--- src/rtl/gpio16_pkg.sv ---
package gpio16_pkg;

   localparam logic [7:0] OFS_IN     = 8'h00;
   localparam logic [7:0] OFS_OUT    = 8'h04;
   localparam logic [7:0] OFS_DIR    = 8'h08;
   localparam logic [7:0] OFS_EDGE   = 8'h0C;
   localparam logic [7:0] OFS_MASK   = 8'h10;
   localparam logic [7:0] OFS_STAT   = 8'h14;
   localparam logic [7:0] OFS_PINCTL = 8'h18;

   typedef enum logic [2:0] {
      SEL_IN,
      SEL_OUT,
      SEL_DIR,
      SEL_EDGE,
      SEL_MASK,
      SEL_STAT,
      SEL_PINCTL,
      SEL_NONE
   } reg_sel_e;

endpackage

--- src/rtl/gpio16_sync_chain.sv ---
module gpio16_sync_chain #(
   parameter int W      = 16,
   parameter int STAGES = 2
) (
   input  logic         clk,
   input  logic         rst_n,
   input  logic [W-1:0] d,
   output logic [W-1:0] q
);
   logic [STAGES-1:0][W-1:0] stg;

   if (STAGES < 2) begin : g_bad_stages
      $error("gpio16_sync_chain: STAGES must be at least 2");
   end

   always_ff @(posedge clk) begin
      if (!rst_n) stg <= '0;
      else        stg <= {stg[STAGES-2:0], d};
   end

   assign q = stg[STAGES-1];
endmodule

--- src/rtl/gpio16_edge_unit.sv ---
module gpio16_edge_unit #(
   parameter int W = 16
) (
   input  logic         clk,
   input  logic         rst_n,
   input  logic [W-1:0] cur,
   input  logic [W-1:0] dir_in,
   input  logic [W-1:0] rise_sel,
   input  logic [W-1:0] mask,
   output logic [W-1:0] hit
);
   logic [W-1:0] prev_q;
   logic [W-1:0] rise, fall, event_v;

   always_ff @(posedge clk) begin
      if (!rst_n) prev_q <= '0;
      else        prev_q <= cur;
   end

   assign rise    = cur & ~prev_q;
   assign fall    = ~cur & prev_q;
   assign event_v = (rise_sel & rise) | (~rise_sel & fall);
   assign hit     = event_v & dir_in & ~mask;
endmodule

--- src/rtl/gpio16_reg_bank.sv ---
module gpio16_reg_bank
   import gpio16_pkg::*;
#(
   parameter int W      = 16,
   parameter int ADDR_W = 8
) (
   input  logic              clk,
   input  logic              rst_n,
   input  logic              req,
   input  logic              we,
   input  logic              acc_full,
   input  logic [ADDR_W-1:0] addr,
   input  logic [W-1:0]      wdata,
   input  logic [W-1:0]      line_in,
   input  logic [W-1:0]      hit,
   output logic [W-1:0]      out_q,
   output logic [W-1:0]      dir_q,
   output logic [W-1:0]      edge_q,
   output logic [W-1:0]      mask_q,
   output logic              irq,
   output logic [W-1:0]      rdata,
   output logic              ready
);
   logic [W-1:0] stat_q, pinctl_q;
   logic [W-1:0] clr_v, rd_v;
   reg_sel_e     sel;
   logic         wr_ok, rd_ok;

   always_comb begin
      if      (addr == ADDR_W'(OFS_IN))     sel = SEL_IN;
      else if (addr == ADDR_W'(OFS_OUT))    sel = SEL_OUT;
      else if (addr == ADDR_W'(OFS_DIR))    sel = SEL_DIR;
      else if (addr == ADDR_W'(OFS_EDGE))   sel = SEL_EDGE;
      else if (addr == ADDR_W'(OFS_MASK))   sel = SEL_MASK;
      else if (addr == ADDR_W'(OFS_STAT))   sel = SEL_STAT;
      else if (addr == ADDR_W'(OFS_PINCTL)) sel = SEL_PINCTL;
      else                                  sel = SEL_NONE;
   end

   assign wr_ok = req & we & acc_full;
   assign rd_ok = req & ~we & acc_full;
   assign clr_v = (wr_ok && sel == SEL_STAT) ? wdata : '0;

   always_ff @(posedge clk) begin
      if (!rst_n) begin
         out_q    <= '1;
         dir_q    <= '1;
         edge_q   <= '1;
         mask_q   <= '1;
         pinctl_q <= '1;
      end else if (wr_ok) begin
         case (sel)
            SEL_OUT:    out_q    <= wdata;
            SEL_DIR:    dir_q    <= wdata;
            SEL_EDGE:   edge_q   <= wdata;
            SEL_MASK:   mask_q   <= wdata;
            SEL_PINCTL: pinctl_q <= wdata;
            default: ;
         endcase
      end
   end

   // New events win over a clear of the same bit in the same cycle.
   always_ff @(posedge clk) begin
      if (!rst_n) stat_q <= '0;
      else        stat_q <= (stat_q & ~clr_v) | hit;
   end

   assign irq = |stat_q;

   always_comb begin
      case (sel)
         SEL_IN:     rd_v = line_in & pinctl_q;
         SEL_OUT:    rd_v = out_q;
         SEL_DIR:    rd_v = dir_q;
         SEL_EDGE:   rd_v = edge_q;
         SEL_MASK:   rd_v = mask_q;
         SEL_STAT:   rd_v = stat_q;
         SEL_PINCTL: rd_v = pinctl_q;
         default:    rd_v = '0;
      endcase
   end

   always_ff @(posedge clk) begin
      if (!rst_n) begin
         ready <= 1'b0;
         rdata <= '0;
      end else begin
         ready <= req;
         if (req) rdata <= rd_ok ? rd_v : '0;
      end
   end
endmodule

--- src/rtl/gpio16_edge_port.sv ---
module gpio16_edge_port #(
   parameter int WIDTH       = 16,
   parameter int ADDR_W      = 8,
   parameter int SYNC_STAGES = 2
) (
   input  logic              clk,
   input  logic              rst_n,
   input  logic              req,
   input  logic              we,
   input  logic              acc_full,
   input  logic [ADDR_W-1:0] addr,
   input  logic [WIDTH-1:0]  wdata,
   output logic [WIDTH-1:0]  rdata,
   output logic              ready,
   input  logic [WIDTH-1:0]  pin_in,
   output logic [WIDTH-1:0]  pin_out,
   output logic [WIDTH-1:0]  pin_oe,
   output logic              irq
);
   if (WIDTH < 1 || WIDTH > 32) begin : g_bad_width
      $error("gpio16_edge_port: WIDTH must be 1..32");
   end
   if (ADDR_W < 5) begin : g_bad_addr
      $error("gpio16_edge_port: ADDR_W must reach offset 0x18");
   end

   logic [WIDTH-1:0] line_sync, hit;
   logic [WIDTH-1:0] out_q, dir_q, edge_q, mask_q;

   gpio16_sync_chain #(.W(WIDTH), .STAGES(SYNC_STAGES)) u_sync (
      .clk(clk), .rst_n(rst_n), .d(pin_in), .q(line_sync)
   );

   gpio16_edge_unit #(.W(WIDTH)) u_edge (
      .clk(clk), .rst_n(rst_n), .cur(line_sync), .dir_in(dir_q),
      .rise_sel(edge_q), .mask(mask_q), .hit(hit)
   );

   gpio16_reg_bank #(.W(WIDTH), .ADDR_W(ADDR_W)) u_regs (
      .clk(clk), .rst_n(rst_n), .req(req), .we(we), .acc_full(acc_full),
      .addr(addr), .wdata(wdata), .line_in(line_sync), .hit(hit),
      .out_q(out_q), .dir_q(dir_q), .edge_q(edge_q), .mask_q(mask_q),
      .irq(irq), .rdata(rdata), .ready(ready)
   );

   assign pin_oe  = ~dir_q;
   assign pin_out = out_q & ~dir_q;
endmodule

--- config.mk ---
export PLATFORM = sky130hd
export DESIGN_NAME = gpio16_edge_port
export DESIGN_NICKNAME = d
export VERILOG_FILES = /design/src/rtl/gpio16_pkg.sv /design/src/rtl/gpio16_sync_chain.sv /design/src/rtl/gpio16_edge_unit.sv /design/src/rtl/gpio16_reg_bank.sv /design/src/rtl/gpio16_edge_port.sv
export SDC_FILE = /design/constraint.sdc
export NUM_CORES = 1
export LEC_CHECK = 0
export BUFFER_PORTS_ARGS = -buffer_cell sky130_fd_sc_hd__buf_2
export CAP_MARGIN = 20
export CORE_UTILIZATION = 49
export CTS_CLUSTER_SIZE = 25
export DETAILED_ROUTE_END_ITERATION = 6
export PLACE_DENSITY = 0.72
export SYNTH_ARGS = -nofsm -noshare
export SYNTH_HDL_FRONTEND = slang
export SYNTH_SLANG_ARGS = --single-unit
--- constraint.sdc ---
create_clock -name clk -period 2.41 [get_ports clk]
set_input_delay 0.241 -clock clk [delete_from_list [all_inputs] [get_ports clk]]
set_output_delay 0.241 -clock clk [all_outputs]
set_load 0.005 [all_outputs]
======== After elaboration in Yosys (flattened, before gate mapping) ========
Cells that the tools add are included.
word-level totals
  flip-flop bits (word level) ............. 161
  output and inout bits ................... 50
  word-level logic and storage cells ...... 64
  bits of input ports ..................... 45
cells by class
  muxes and demuxes ....................... 10
  reductions and logical operators ........ 9
  bitwise gates (word level) .............. 22
  equality and inequality tests ........... 12
operator list
  cell                                                  number
  AND 16 bit                                            9
  case mux 16 bit (7 select lines)                      1
  inverter 16 bit                                       6
  2-to-1 mux 16 bit                                     2
  OR 16 bit                                             2
  equality test 8 x 5 -> 1 bit (second input constant)  3
  2-to-1 mux 3 bit                                      6
  equality test 8 x 4 -> 1 bit (second input constant)  2
  OR reduction 16 bit                                   1
  AND reduction 2 bit                                   5
  equality test 3 bit (second input constant)           3
  equality test 8 x 3 -> 1 bit (second input constant)  1
  logical NOT 8 bit                                     1
  equality test 3 x 2 -> 1 bit (second input constant)  2
  AND 1 bit                                             4
  equality test 3 x 1 -> 1 bit (second input constant)  1
  logical NOT 3 bit                                     1
  logical AND 1 bit                                     1
  2-to-1 mux 1 bit                                      1
  inverter 1 bit                                        1

======== Depth between registers and ports, before layout ========
Gate-level depths: netlist of the first run.
  word-level depth ........................ 14
  depth in mapped cells ................... 7
  gate-level depth less buffers ........... 4

======== Cells and area by module ========
A second synthesis of the first run with hierarchy kept.
second synthesis, totals
  cells, all modules ...................... 855
  area, all modules ....................... 7330.8 µm²
modules (own cells, without submodules)
  module             seq. area each (µm²)  cells an instance  instances  area each (µm²)
  gpio16_reg_bank    2262.2                643                1          5270.1
  gpio16_sync_chain  640.6                 83                 1          1016.0
  gpio16_edge_unit   320.3                 97                 1          884.6
  gpio16_edge_port   0.0                   32                 1          160.2

======== Worst setup path before layout of the first run ========
Ideal clock, no wire load.
  kind .................................... input-to-reg
  from .................................... input addr[7]
  to ...................................... register u_regs.mask_q[10]
  stages .................................. 7
  path buffers ............................ 3
  setup time .............................. 0.137 ns
  data arrival time ....................... 1.663 ns
  slack ................................... 0.610 ns
  data required time ...................... 2.273 ns
  cell sequence ........................... or3_4 -> buf_6 -> or4_1 -> buf_6 -> buf_8 -> nand2_1 -> nand3_1
between the ends
  longest elaborated chain between the ends .. 10
  elaborated cells between the ends (all ways) .. 16
  those cells by class .................... eq/ne: 7; mux: 7; reduce/logical: 2
RTL lines
  item                               RTL line                RTL
  start, declared                    gpio16_edge_port.sv:11  input logic [ADDR_W-1:0] addr,
  equality test 8 x 5 -> 1 bit       gpio16_reg_bank.sv:36   else if (addr == ADDR_W'(OFS_PINCTL)) sel = SEL_PINCTL;
  2-to-1 mux 1 bit                   gpio16_reg_bank.sv:36
  2-to-1 mux 3 bit                   gpio16_reg_bank.sv:35   else if (addr == ADDR_W'(OFS_STAT)) sel = SEL_STAT;
  2-to-1 mux 3 bit                   gpio16_reg_bank.sv:34   else if (addr == ADDR_W'(OFS_MASK)) sel = SEL_MASK;
  2-to-1 mux 3 bit                   gpio16_reg_bank.sv:33   else if (addr == ADDR_W'(OFS_EDGE)) sel = SEL_EDGE;
  2-to-1 mux 3 bit                   gpio16_reg_bank.sv:32   else if (addr == ADDR_W'(OFS_DIR)) sel = SEL_DIR;
  2-to-1 mux 3 bit                   gpio16_reg_bank.sv:31   else if (addr == ADDR_W'(OFS_OUT)) sel = SEL_OUT;
  2-to-1 mux 3 bit (*)               gpio16_reg_bank.sv:30   if (addr == ADDR_W'(OFS_IN)) sel = SEL_IN;
  equality test 3 bit (*)            gpio16_reg_bank.sv:52   case (sel)
  AND reduction 2 bit (no line) (*)  -
  end signal, assigned               gpio16_reg_bank.sv:56   SEL_MASK: mask_q <= wdata;
  end, declared                      gpio16_reg_bank.sv:19   output logic [W-1:0] mask_q,
Every way passes the cells marked *; elsewhere a longest branch is shown, timed or not.
A chain may end at the register's enable or synchronous reset.

======== Worst setup path after layout of the first run ========
  from .................................... register u_regs.stat_q[6]
  to ...................................... output irq
between the ends
  longest elaborated chain between the ends .. 1
RTL lines
  item                    RTL line                RTL
  start, declared         gpio16_reg_bank.sv:24   logic [W-1:0] stat_q, pinctl_q;
  start signal, assigned  gpio16_reg_bank.sv:66   else stat_q <= (stat_q & ~clr_v) | hit;
  OR reduction 16 bit     gpio16_reg_bank.sv:69   assign irq = |stat_q;
  end, declared           gpio16_edge_port.sv:18  output logic irq
Every way passes these cells.

==> impl_metrics.csv, run 1 <==
group,metric,value,unit
setup_path,path_cells,"nor4_1 > nand4_1 > buf_2",
place,dpl.hpwl,12.7,mm
floorplan,start_util,50.2,%
cts,h-tree-depth,4,
layout,nNetsFinal,949,
global_route,grt_usage,26.9,%
cts,cts_root_buf,"clkbuf_16",
floorplan,die_area,0.0148,mm²
global_route,grt_pass1_vias,5701,
logic_synthesis,synth_cells,813,
timing,period_needed,1.93,ns
layout,fill_cells,1228,
detailed_routing,ant_nets,0,
logic_synthesis,synth.top_cells.by_area,"dfxtp_1 (46%), nand2_1 (9.3%), nand3_1 (4.6%), and2_1 (4.6%), nor2b_1 (2.8%)",
logic_synthesis,synth_area,0.00700,mm²
pwr,seqPwrFrac,48.1,%
timing,hold_viol,0,
floorplan,fp.dieW,122,µm
timing,slew_headroom,62.4,%
logic_synthesis,syn_area_per_cell,8.61,µm²
timing,rsz0062_at_grt,"false",
pwr,p_sw_share,23.3,%
cts,cts_sinks,161,
layout,seq_area,0.00322,mm²
cts,cts-hold-fix-buffers,0,
setup_path,cp-end-kind,"output pin",
global_route,grt_max_degree,65,
floorplan,coreArea,0.0139,mm²
layout,final_core_util,59.5,%
pwr,p_comb_share,5.6,%
place,pre_cts_ws,0.498,ns
setup_path,reg2reg_setup_slack,1.09,ns
detailed_routing,drt-initial-drc-count,619,
place,gp_congestion,0.834,
floorplan,rows,43,
logic_synthesis,syn_nets,858,
pwr,leakage,3.88,nW
worst_hold_path,hold_path.startpoint,"pin_in[5]",
floorplan,io_pins,95,
detailed_routing,dr.pass1.iters,5,
timing,tns,0,ns
global_route,met1_usage,37.6,%
logic_synthesis,synth_cell_types,46,
cts,clkTransAtPathRegs,0.06,ns
setup_path,worst_r2r_endpoint,"u_regs.rdata[4]",
pwr,p_per_area,680,mW/mm²
pwr,p_sw,1.31,mW
cts,clk_latency,0.43,ns
timing,min_period_over_period,79.9,%
timing,worst_pin_slew,0.559,ns
cts,clockBufferDepth,2,
logic_synthesis,synth_area_leader_cell,"dfxtp_1",
detailed_routing,drt_wl_total,19.1,mm
place,port_buffers,94,
cts,numCtsBuffers,17,
logic_synthesis,synth_top_area_share,46.0,%
setup_path,criticalPathCategory,"reg -> out",
flow_run,cap_viol_max_count,0,
outcome,status,"completed",
pwr,ir_drop,0.000628,V
logic_synthesis,synth_ff_type,"dfxtp_1",
worst_hold_path,hold_depth,2,
setup_path,worstPathArrival,1.68,ns
global_route,busiest_layer,"met2",
cts,cts_resized,0,
detailed_routing,routedWlPerCell,17.4,µm
logic_synthesis,synth-seq-cells,161,
logic_synthesis,async_flop_share,0,%
layout,num_antenna_cells,0,
setup_path,critPathRequiredTime,2.17,ns
layout,drive_gt1_share,20.4,%
global_route,grt_overflow,0,
setup_path,slowest_delay,0.53,ns
setup_path,reg2regPathDepth,4,
pwr,p_int,4.33,mW
cts,cts_tree,"yes",
worst_hold_path,hold_end,"u_sync.stg[5]",
detailed_routing,vias_per_cell,5.68,
timing,worst_slack,0.485,ns
logic_synthesis,ys_warn_count,0,
worst_hold_path,hp-class,"in -> reg",
detailed_routing,drc,0,
detailed_routing,vias,6231,
timing,drv_slew,0,
pwr,clkPwrFrac,46.2,%
logic_synthesis,synth-edff-count,0,
cts,postCtsSetupBuffers,0,
timing,skew,0.00867,ns
setup_path,rr_startpoint,"u_sync.q[4]",
setup_path,slowest_stage,"nor4_1",
layout,syn2layout_area_growth,18.5,%
floorplan,die_h,122,µm
global_route,use_met3,6.09,%
logic_synthesis,ys_seq_area_share,46.0,%
setup_path,cp_max_fo,3,
global_route,grt_antenna_before_repair,0,
global_route,grt_pass1_wl,30.0,mm
layout,multi_input_comb_area,0.00346,mm²
setup_path,startpoint,"u_regs.stat_q[6]",
global_route,use_met2,40.1,%
timing,setup_violations,0,
timing,max_freq,519,MHz
setup_path,setup.worst_path.start_class,"register",
==> cell type report <==
type                    count  share of cell area [%]
clock buffers              20                    5.62
clock inverters            12                    1.30
inverters                  18                   0.814
multi-input cells         579                    41.7
flip-flops and latches    161                    38.8
well taps                 180                    2.71
repair buffers            127                    8.99
==> state kept, by name (all words and copies together) (netlist names), 16 cells and up <==
name / flops
u_regs.pinctl_q: 16
u_regs.rdata: 16
u_sync.stg: 16
u_regs.out_q: 16
u_sync.q: 16
u_regs.mask_q: 16
u_edge.prev_q: 16
u_regs.dir_q: 16
u_regs.edge_q: 16
u_regs.stat_q: 16
==> power by group through the flow <==
stage          clock (mW)  sequential (mW)  combinational (mW)
5_1_grt              2.75             2.72               0.345
2_1_floorplan           0             2.77               0.188
3_5_place_dp            0             2.77               0.313
4_1_cts              2.64             2.72               0.316
6_report             2.61             2.72               0.319
3_3_place_gp            0             2.77               0.311
==> how the worst max path moves through the flow <==
| stage | cells past startpoint | to |
|---|---|---|
| 2_1_floorplan | 7 | u_regs.mask_q[10] |
| 3_3_place_gp | 6 | u_regs.mask_q[13] |
| 3_5_place_dp | 6 | u_regs.mask_q[5] |
| 4_1_cts | 3 | irq |
| 5_1_grt | 3 | irq |
| 6_report | 3 | irq |
==> kinds of logic (layout without fill, tap and decap cells) <==
family | count (synthesis) | after routing | synth area share, %
simple gates | 413 | 413 | 30.4
flops | 161 | 161 | 46.0
compound gates | 136 | 136 | 14.4
buf+inv | 73 | 177 | 4.52
mux | 30 | 30 | 4.66
==> worst max-delay path, delay by kind of cell (launching register included) <==
kind | cells | cell delay, ns
and+or+nand+nor | 2 | 0.75
DFF | 1 | 0.32
buffers and inverters | 1 | 0.19
==> synth_stat cells, types with 11 or more instances <==
library cell,number
mux2_2,11
o21a_1,16
clkbuf_1,37
o211ai_1,22
buf_2,12
nand2_1,173
a211oi_1,11
mux2i_1,18
dfxtp_1,161
and2_1,51
nand3b_1,15
nand3_1,65
inv_1,18
nor2b_1,31
a21oi_1,12
nor2_1,18
a22oi_1,11
==> layer usage <==
metal / routed length [µm] / vias to the layer above
li1: - / 3011
met4: 356 / 0
met1: 8880 / 2929
met5: 0 / -
met3: 1270 / 30
met2: 8570 / 261
==> cells in the final DEF (no fill, tap or decap), types with 9 or more instances in the layout <==
master	count
nand2_1	173
inv_1	18
a211oi_1	11
nor2b_1	31
nand3b_1	15
nand3_1	65
nor3_1	10
and2_1	51
dfxtp_1	161
buf_4	32
and3_1	9
a22oi_1	11
clkbuf_16	17
mux2_2	11
a21oi_1	12
buf_2	93
o211ai_1	22
mux2i_1	18
nor2_1	18
o21a_1	16
o22ai_1	10
==> metrics by stage <==
stage                     instances  hold slack (ns)  area [µm²]  power, mW
after floorplan                 813            0.365        7000       2.95
after global placement         1065            0.414        7720       3.08
after detailed placement       1065            0.418        7720       3.09
after CTS                      1097         0.000736        8300       5.67
after global routing           1097          0.00493        8300       5.81
final                          1097           0.0174        8300       5.64
Note: power is estimated with default switching activity, not from simulation.
==> run 2, diff against run 1 <==
==> constraint.sdc (replaced) <==
create_clock -name clk -period 1.8 [get_ports clk]
set_input_delay 0.18 -clock clk [delete_from_list [all_inputs] [get_ports clk]]
set_output_delay 0.18 -clock clk [all_outputs]
set_load 0.005 [all_outputs]
==> run 2 against run 1 <==
Effect of this change:
- clock power is 39% higher
- worst setup slack lost 0.40 ns
- wire length up 0.25%
- via count about the same
- largest power group unchanged
- clock skew fell by 0.0033 ns
- critical path depth stayed put
- first-iteration DRC count fell by 7.1%
- cell count up 2.0%
- final area is 3.8% higher
- highest routed layer unchanged
- die area unchanged
- sequential share of layout area fell by 1.4 points
- hold slack better by 0.030 ns
- critical path type unchanged
==> impl_metrics.csv, run 2 (synthesized netlist as in run 1, its figures left out) <==
group,metric,value,unit
detailed_routing,drc,0,
detailed_routing,ant_nets,0,
layout,num_antenna_cells,0,
detailed_routing,drt-initial-drc-count,575,
cts,postCtsSetupBuffers,0,
setup_path,startpoint,"u_regs.stat_q[6]",
timing,rsz0062_at_grt,"false",
cts,clockBufferDepth,2,
layout,fill_cells,1175,
timing,setup_violations,0,
timing,tns,0,ns
global_route,grt_pass1_vias,5646,
floorplan,fp.dieW,122,µm
timing,slew_headroom,39.2,%
flow_run,cap_viol_max_count,0,
cts,clkTransAtPathRegs,0.06,ns
place,gp_congestion,0.883,
setup_path,cp_max_fo,3,
setup_path,rr_startpoint,"u_sync.q[4]",
setup_path,critPathRequiredTime,1.62,ns
floorplan,die_h,122,µm
detailed_routing,dr.pass1.iters,5,
setup_path,worstPathArrival,1.53,ns
cts,clk_latency,0.42,ns
global_route,grt_usage,27.0,%
timing,min_period_over_period,95.3,%
place,place_area,0.00784,mm²
detailed_routing,vias,6227,
cts,numCtsBuffers,17,
timing,worst_pin_slew,0.910,ns
cts,cts_root_buf,"clkbuf_16",
floorplan,rows,43,
timing,max_freq,583,MHz
global_route,grt_overflow,0,
place,dpl.hpwl,12.7,mm
floorplan,die_area,0.0148,mm²
detailed_routing,vias_per_cell,5.56,
floorplan,start_util,50.2,%
layout,syn2layout_area_growth,23.0,%
timing,skew,0.00541,ns
pwr,ir_drop,0.000638,V
worst_hold_path,hp-class,"in -> reg",
pwr,p_per_area,896,mW/mm²
cts,cts_sinks,161,
layout,layout_commonest_cell,"nand2_1",
layout,drive_gt1_share,20.6,%
global_route,grt_antenna_before_repair,0,
global_route,grt_max_degree,61,
cts,h-tree-depth,4,
setup_path,crit_end,"irq",
layout,final_area,0.00861,mm²
layout,final_core_util,61.8,%
detailed_routing,routedWlPerCell,17.1,µm
setup_path,worst_r2r_endpoint,"u_regs.rdata[4]",
pwr,leakage,4.01,nW
setup_path,reg2reg_setup_slack,0.50,ns
global_route,grt_pass1_wl,30.1,mm
floorplan,coreArea,0.0139,mm²
timing,drv_slew,0,
layout,nNetsFinal,971,
detailed_routing,drt_wl_total,19.1,mm
timing,period_needed,1.71,ns
setup_path,reg2regPathDepth,4,
outcome,status,"completed",
setup_path,setup.worst_path.start_class,"register",
floorplan,io_pins,95,
place,port_buffers,94,
timing,hold_viol,0,
layout,final_cell_mix,"nand2_1 (173), dfxtp_1 (161), buf_2 (93)",
setup_path,cp-end-kind,"output pin",
cts,cts_tree,"yes",
setup_path,criticalPathCategory,"reg -> out",
run 2: cell count changes in the layout (fill, tap and decap cells not counted), sizes merged:
cell and delta:
clkbuf +3, clkinv -2, dlygate4sd3 +16, clkinvlp -1, bufinv +1, buf +6, inv -1
run 2: worst min-delay path by stage:
stage | start | to | slack, ns | depth (start not counted)
final | wdata[0] | u_regs.edge_q[0] | 0.05 | 3
after floorplan | wdata[0] | u_regs.mask_q[0] | 0.30 | 2
after detailed placement | pin_in[13] | u_sync.stg[13] | 0.39 | 2
after global routing | wdata[7] | u_regs.edge_q[7] | 0.05 | 3
after global placement | pin_in[6] | u_sync.stg[6] | 0.38 | 2
after CTS | wdata[3] | u_regs.pinctl_q[3] | 0.03 | 3
run 2: worst max-delay path: stages, from the launching register on:
cell and delay, ns:
dfxtp_1 0.33, nor4_2 0.43, nand4_1 0.18, buf_2 0.17
run 2: routing by layer:
metal	track usage (%)	vias to the layer above	part of all wire, %
met3	6.04	26	8.5
met4	11.2	0	1.8
met1	37.9	2894	46
li1	-	3041	-
met5	0	-	0
met2	39.7	266	44
run 2: per-stage QoR:
step,hold slack (ns),worst slack (ns),power [mW],cells
4_1_cts,0.0317,0.0657,7.77,1119
3_5_place_dp,0.388,0.0127,4.14,1071
3_3_place_gp,0.384,0.0423,4.14,1071
5_1_grt,0.0550,0.0236,7.97,1119
2_1_floorplan,0.304,0.0608,3.95,813
6_report,0.0469,0.0854,7.72,1119
run 2: area by class of cell:
| cell class | count | area, µm² | share of cell area (%) |
|---|---|---|---|
| Multi-Input combinational cell | 579 | 3470 | 40.3 |
| Sequential cell | 161 | 3220 | 37.4 |
| Clock inverter | 9 | 104 | 1.21 |
| Clock buffer | 23 | 498 | 5.78 |
| Tap cell | 180 | 225 | 2.62 |
| Timing Repair Buffer | 149 | 1030 | 11.9 |
| Inverter | 18 | 67.6 | 0.785 |
run 2: power breakdown:
group          switching (mW)  internal [mW]  total [mW]
clock                    1.40           2.22        3.62
combinational           0.257          0.206       0.463
sequential             0.0280           3.61        3.64
run 2: timing repair:
| action | 4_1_cts | 5_1_grt |
|---|---|---|
| hold endpoints to repair | 16 | 0 |
| setup endpoints to repair | 1 | 0 |
| hold buffers | 16 | 0 |
| gates resized for setup | 1 | 0 |
